`src/rtl/spi_cmd_rx.sv`:
```
module spi_cmd_rx #(
  parameter int ADDR_W = 8,
  parameter int DATA_W = 8,
  parameter int SYNC_N = 2
) (
  input  logic              clk,
  input  logic              rst_n,
  input  logic              cs_n,
  input  logic              sclk,
  input  logic              sdi,
  input  logic [DATA_W-1:0] rd_data,
  output logic              sdo,
  output logic              exec_valid,
  output logic [ADDR_W-1:0] exec_addr,
  output logic [DATA_W-1:0] exec_data
);
  localparam int FW = ADDR_W + DATA_W;

  logic [SYNC_N:0]   cs_p, ck_p;
  logic [SYNC_N-1:0] di_p;
  logic [FW-1:0]     sreg, sreg_nx, rd_sh;
  logic              rd_mode;

  always_ff @(posedge clk or negedge rst_n) begin
    if (!rst_n) begin
      cs_p <= '1;
      ck_p <= '0;
      di_p <= '0;
    end else begin
      cs_p <= {cs_p[SYNC_N-1:0], cs_n};
      ck_p <= {ck_p[SYNC_N-1:0], sclk};
      di_p <= {di_p[SYNC_N-2:0], sdi};
    end
  end

  wire cs_s    = cs_p[SYNC_N-1];
  wire cs_d    = cs_p[SYNC_N];
  wire ck_s    = ck_p[SYNC_N-1];
  wire ck_d    = ck_p[SYNC_N];
  wire sdi_s   = di_p[SYNC_N-1];
  wire in_win  = ~cs_d;
  wire sh_en   = in_win & ck_s & ~ck_d;
  wire fall_en = in_win & ~ck_s & ck_d;
  wire cs_rise = cs_s & ~cs_d;
  wire query   = exec_valid & exec_addr[ADDR_W-1];

  assign sreg_nx = sh_en ? {sreg[FW-2:0], sdi_s} : sreg;

  always_ff @(posedge clk or negedge rst_n) begin
    if (!rst_n) sreg <= '0;
    else        sreg <= sreg_nx;
  end

  always_ff @(posedge clk or negedge rst_n) begin
    if (!rst_n) begin
      exec_valid <= 1'b0;
      exec_addr  <= '0;
      exec_data  <= '0;
    end else begin
      exec_valid <= cs_rise & (|sreg_nx[FW-1:DATA_W]);
      if (cs_rise) begin
        exec_addr <= sreg_nx[FW-1:DATA_W];
        exec_data <= sreg_nx[DATA_W-1:0];
      end
    end
  end

  always_ff @(posedge clk or negedge rst_n) begin
    if (!rst_n) begin
      sdo     <= 1'b0;
      rd_mode <= 1'b0;
      rd_sh   <= '0;
    end else if (query) begin
      sdo     <= rd_data[DATA_W-1];
      rd_sh   <= {rd_data[DATA_W-2:0], {(ADDR_W+1){1'b0}}};
      rd_mode <= 1'b1;
    end else if (cs_rise) begin
      sdo     <= sreg_nx[FW-1];
      rd_mode <= 1'b0;
    end else if (fall_en) begin
      if (rd_mode) begin
        sdo   <= rd_sh[FW-1];
        rd_sh <= {rd_sh[FW-2:0], 1'b0};
      end else begin
        sdo   <= sreg[FW-1];
      end
    end
  end

  assert_idle_hold_R2: assert property (@(posedge clk) disable iff (!rst_n)
    cs_d |=> $stable(sreg));
  assert_sdo_quiet_R5: assert property (@(posedge clk) disable iff (!rst_n)
    (cs_d && cs_s && !exec_valid) |=> $stable(sdo));
  assert_strobe_src_R4: assert property (@(posedge clk) disable iff (!rst_n)
    exec_valid |-> $past(cs_s && !cs_d));
  assert_strobe_single_R4: assert property (@(posedge clk) disable iff (!rst_n)
    exec_valid |=> !exec_valid);
  assert_noop_silent_R6: assert property (@(posedge clk) disable iff (!rst_n)
    exec_valid |-> (exec_addr != '0));
  assert_query_load_R7: assert property (@(posedge clk) disable iff (!rst_n)
    (exec_valid && exec_addr[ADDR_W-1]) |=> (rd_mode && sdo == $past(rd_data[DATA_W-1])));
endmodule

```
`config.mk`:
```
export PLATFORM = sky130hd
export DESIGN_NAME = spi_cmd_rx
export DESIGN_NICKNAME = d
export VERILOG_FILES = /design/src/rtl/spi_cmd_rx.sv
export SDC_FILE = /design/constraint.sdc
export NUM_CORES = 1
export LEC_CHECK = 0
export ABC_AREA = 1
export ABC_CLOCK_PERIOD_IN_PS = 1700
export BUFFER_PORTS_ARGS = -buffer_cell sky130_fd_sc_hd__clkbuf_2
export CAP_MARGIN = 0
export CORE_MARGIN = 4
export CORE_UTILIZATION = 45
export DETAILED_ROUTE_END_ITERATION = 8
export PLACE_DENSITY = 0.65
export SLEW_MARGIN = 40
export SYNTH_ARGS = -nofsm -noshare
export SYNTH_HDL_FRONTEND = slang
export SYNTH_SLANG_ARGS = --single-unit
export TNS_END_PERCENT = 10
```
`constraint.sdc`:
```
create_clock -name clk -period 1.7 [get_ports clk]
set_input_delay 0.17 -clock clk [delete_from_list [all_inputs] [get_ports clk]]
set_output_delay 0.17 -clock clk [all_outputs]
set_load 0.05 [all_outputs]
```
==> impl_results.md <==
* Outcome: completed
* Sink Count at 50
* Post-synthesis cell count at 215
* Via Count at approximately 1.5k
* Skew-Pair Late Insertion Delay at 290 ps
* First-pass GRT wire length at around 6.5 mm
* Synth Area in Adders at 0%
* Setup TNS at 0 ps
* Total GRT Usage at 14.97%
* Mapped cell area at approximately 2100 sq um
* Clk Tree Root Cell: clkbuf_8
* Synth area leaders: dfrtp_1 57%, nand2_1 9.3%, inv_1 5.1%, nand3_1 4.6%, dfstp_2 3.8%
* Hold_ws at 96.84 ps
* P_sw at 1.122 mW
* Die Area at around 5700 sq um
* Final antenna-violating net count at 0
* Yosys warning count at 0
* Overall power at roughly 3.1 mW
* Leak Pwr at 1.247 nW
* Sequential share of the synthesized area at 60.82%
* Comb power frac at between 20 and 30%
* Initial DRC count at between 50 and 60
* Pins Over Slew Limit at 0
* Share of the synthesized area in the top cell type at 57.00%
* Post-route DRC at 0
* Sequential cell area at 1255 sq um
* Simple-gate share of the synthesized area at 20.56%
* Period minus WS final at 1524 ps
* Clk slew on worst S/H paths at about 90 ps
* Critical path fanouts, max at 18
* Core ar. at 4384 sq um
* Internal cell power at 2.025 mW
* Clock power share at 22.1%
* Yosys top cell by area: dfrtp_1
* Sequential fraction of design power at between 40% and 50%
* Number of vias per cell at 4.892
* Fillers at 399
* Post-synthesis mux area share at 0%
* XOR/XNOR Fraction of Synth Area at 0%
* Mapped Nets at between 200 and 250
* Switching Share at between 30 and 40%
* Max Cap Viol at 0
* Number of synthesized register bits at 50
* Initial DRT Pass Iterations at 4
* Endpoints failing setup at 0
* GRT overflow at 0
* Worst Setup End Kind: register
* Met1 WL at 1.703 mm
* Hold Crit Class: input port to register
* Starting Density at 47.06%
* TritonCTS Buffers at 5
* Layout cell share with drive strength beyond 1 at between 20% and 30%
* Met2 WL at 1.671 mm
* Fin crit share at 89.67%
* Final GP Congestion at 0.7288
* Vias in the first global route at approximately 1.5k
* Clk_skew at 6.326 ps
* Nets at ~270
* Area of the multi-input gates at 631.9 sq um
* N_diodes at 0
* Mean area per synthesized cell at 9.596 sq um
* Buffer levels on the longest clock path at 2
* H-tree Lvls at 2
* Pwr Density at 1313 nW/um^2
* CP Class: register to register
* Syn-to-layout area delta at 16.13%
* CP Launch Type: register
* Worst-case headroom to the max-slew limit at between 60 and 70%
* RSZ-0062 raised after global routing: no
* VDD IR max at 701.0 uV
* I/O Pins at 31
* CP Data Arrival Time at ~1700 ps
* Hold Fails Final Rpt at 0
* Worst-margin pin slew at 451.2 ps
* Total setup buffers inserted after CTS at 0
* DR top layer: met4
* Antenna violations before repair at 0
* CTS tree: done
* Detailed Route WL at 3.617 mm
* Rows at 24
* Largest family of logic cells by synthesized area: simple AND/OR/NAND/NOR gates
* Routed WL per cell at 11.86 um
* Port bufs at 30
* Met3 Wirelength at 199 um
* FMAX at 656.0 MHz
* Req. time, crit path at 1890 ps
* Die Span X at 75.71 um
* Detailed placement HPWL at 2.554 mm
* Synth Area in Compound Gates at 10.07%
* Unique masters post-synth at 22
* Die Y at 75.71 um
* Largest net degree at the start of global routing at 34
path summary, 6_finish.rpt:
path | startpoint | endpoint | slack (ps) | depth (start not counted)
worst max-delay path | cs_p[2] | exec_valid | 180 | 6
worst min-delay path | rd_data[7] | sdo | 100 | 3
worst max register to register | cs_p[2] | exec_valid | 180 | 6
worst min register to register | ck_p[0] | ck_p[1] | 350 | 0
max in group asynchronous | rst_n | sreg[8] | 830 | 3
min in group asynchronous | rst_n | exec_addr[6] | 340 | 2
sequential cells by signal, indices dropped and copies added (netlist names), 2 cells and up:
name	count
cs_p	3
sreg	16
exec_data	8
di_p	2
exec_addr	8
rd_sh	7
ck_p	3
cell usage after synthesis:
| cell type | n |
|---|---|
| a21oi_1 | 7 |
| nand3_4 | 1 |
| dfrtp_1 | 47 |
| clkbuf_1 | 1 |
| nor2_4 | 1 |
| a31oi_1 | 8 |
| inv_1 | 28 |
| inv_2 | 1 |
| dfstp_2 | 3 |
| nand3_1 | 19 |
| nand2_1 | 51 |
| nand2_2 | 3 |
| o21ai_0 | 15 |
| nand3_2 | 1 |
| o31ai_4 | 1 |
| nor2_1 | 16 |
| inv_6 | 1 |
| o21ai_2 | 3 |
| buf_2 | 3 |
| buf_6 | 3 |
| nand2_8 | 1 |
| inv_4 | 1 |
per-stage QoR:
| stage | setup slack, ps | instance area [sq um] | cells | util (%) |
|---|---|---|---|---|
| 6_report | 175.6 | 2396 | 305 | 54.65 |
| 2_1_floorplan | 208.8 | 2063 | 215 | - |
| 3_5_place_dp | 150.3 | 2261 | 293 | 51.57 |
| 3_3_place_gp | 205.5 | 2261 | 293 | 51.57 |
| 4_1_cts | 138.2 | 2392 | 305 | 54.57 |
| 5_1_grt | 28.06 | 2396 | 305 | 54.65 |
worst max-delay path, cell delays in order (launching register included):
cell     delay (ps)
dfstp_2         380
inv_4           190
nand3_4         230
o21ai_0         380
nand2_1          80
nor2_1          100
a21oi_1          60
cell usage in the layout (no fill, tap or decap):
| cell type | Yosys | routed |
|---|---|---|
| a21oi_1 | 7 | 7 |
| a31oi_1 | 8 | 8 |
| buf_12 | 0 | 1 |
| buf_4 | 0 | 1 |
| buf_6 | 3 | 1 |
| clkbuf_1 | 1 | 1 |
| clkbuf_2 | 0 | 30 |
| clkbuf_8 | 0 | 6 |
| clkinv_2 | 0 | 1 |
| dfrtp_1 | 47 | 47 |
| dfstp_2 | 3 | 3 |
| dlygate4sd3_1 | 0 | 4 |
| inv_1 | 28 | 28 |
| inv_2 | 1 | 1 |
| inv_4 | 1 | 1 |
| inv_6 | 1 | 1 |
| nand2_1 | 51 | 51 |
| nand2_2 | 3 | 3 |
| nand2_8 | 1 | 1 |
| nand3_1 | 19 | 19 |
| nand3_2 | 1 | 1 |
| nand3_4 | 1 | 1 |
| nor2_1 | 16 | 16 |
| nor2_4 | 1 | 1 |
| o21ai_0 | 15 | 15 |
| o21ai_2 | 3 | 3 |
| o31ai_4 | 1 | 1 |
cells by family (layout without fill, tap and decap cells):
| kind of cell | after synthesis | in the layout |
|---|---|---|
| simple gates | 93 | 93 |
| flops | 50 | 50 |
| compound gates | 34 | 34 |
| buf+inv | 38 | 76 |
area by class of cell:
class,instances,area share (%)
repair buffers,37,9.556
inverters,31,5.170
clock inverters,1,0.2089
well taps,52,2.715
flip-flops and latches,50,52.38
multi-input cells,127,26.37
clock buffers,7,3.603
repair_timing:
action,4_1_cts,5_1_grt
resized for setup,0,1
hold buffers,4,0
setup endpoints to repair,0,1
hold endpoints to repair,17,0
power groups by stage:
stage / Combinational, mW / Clock, mW / Sequential (mW)
6_report: 0.899 / 0.697 / 1.55
5_1_grt: 1.01 / 0.767 / 1.58
4_1_cts: 0.912 / 0.719 / 1.55
3_5_place_dp: 0.902 / 0 / 1.58
3_3_place_gp: 0.890 / 0 / 1.57
2_1_floorplan: 0.412 / 0 / 1.84
routing by layer:
layer,vias to the layer above,track usage (%)
met3,6,4.354
met2,32,23.59
met4,0,4.466
li1,753,-
met5,-,0
met1,701,20.19
(Power assumes the default switching activity.)
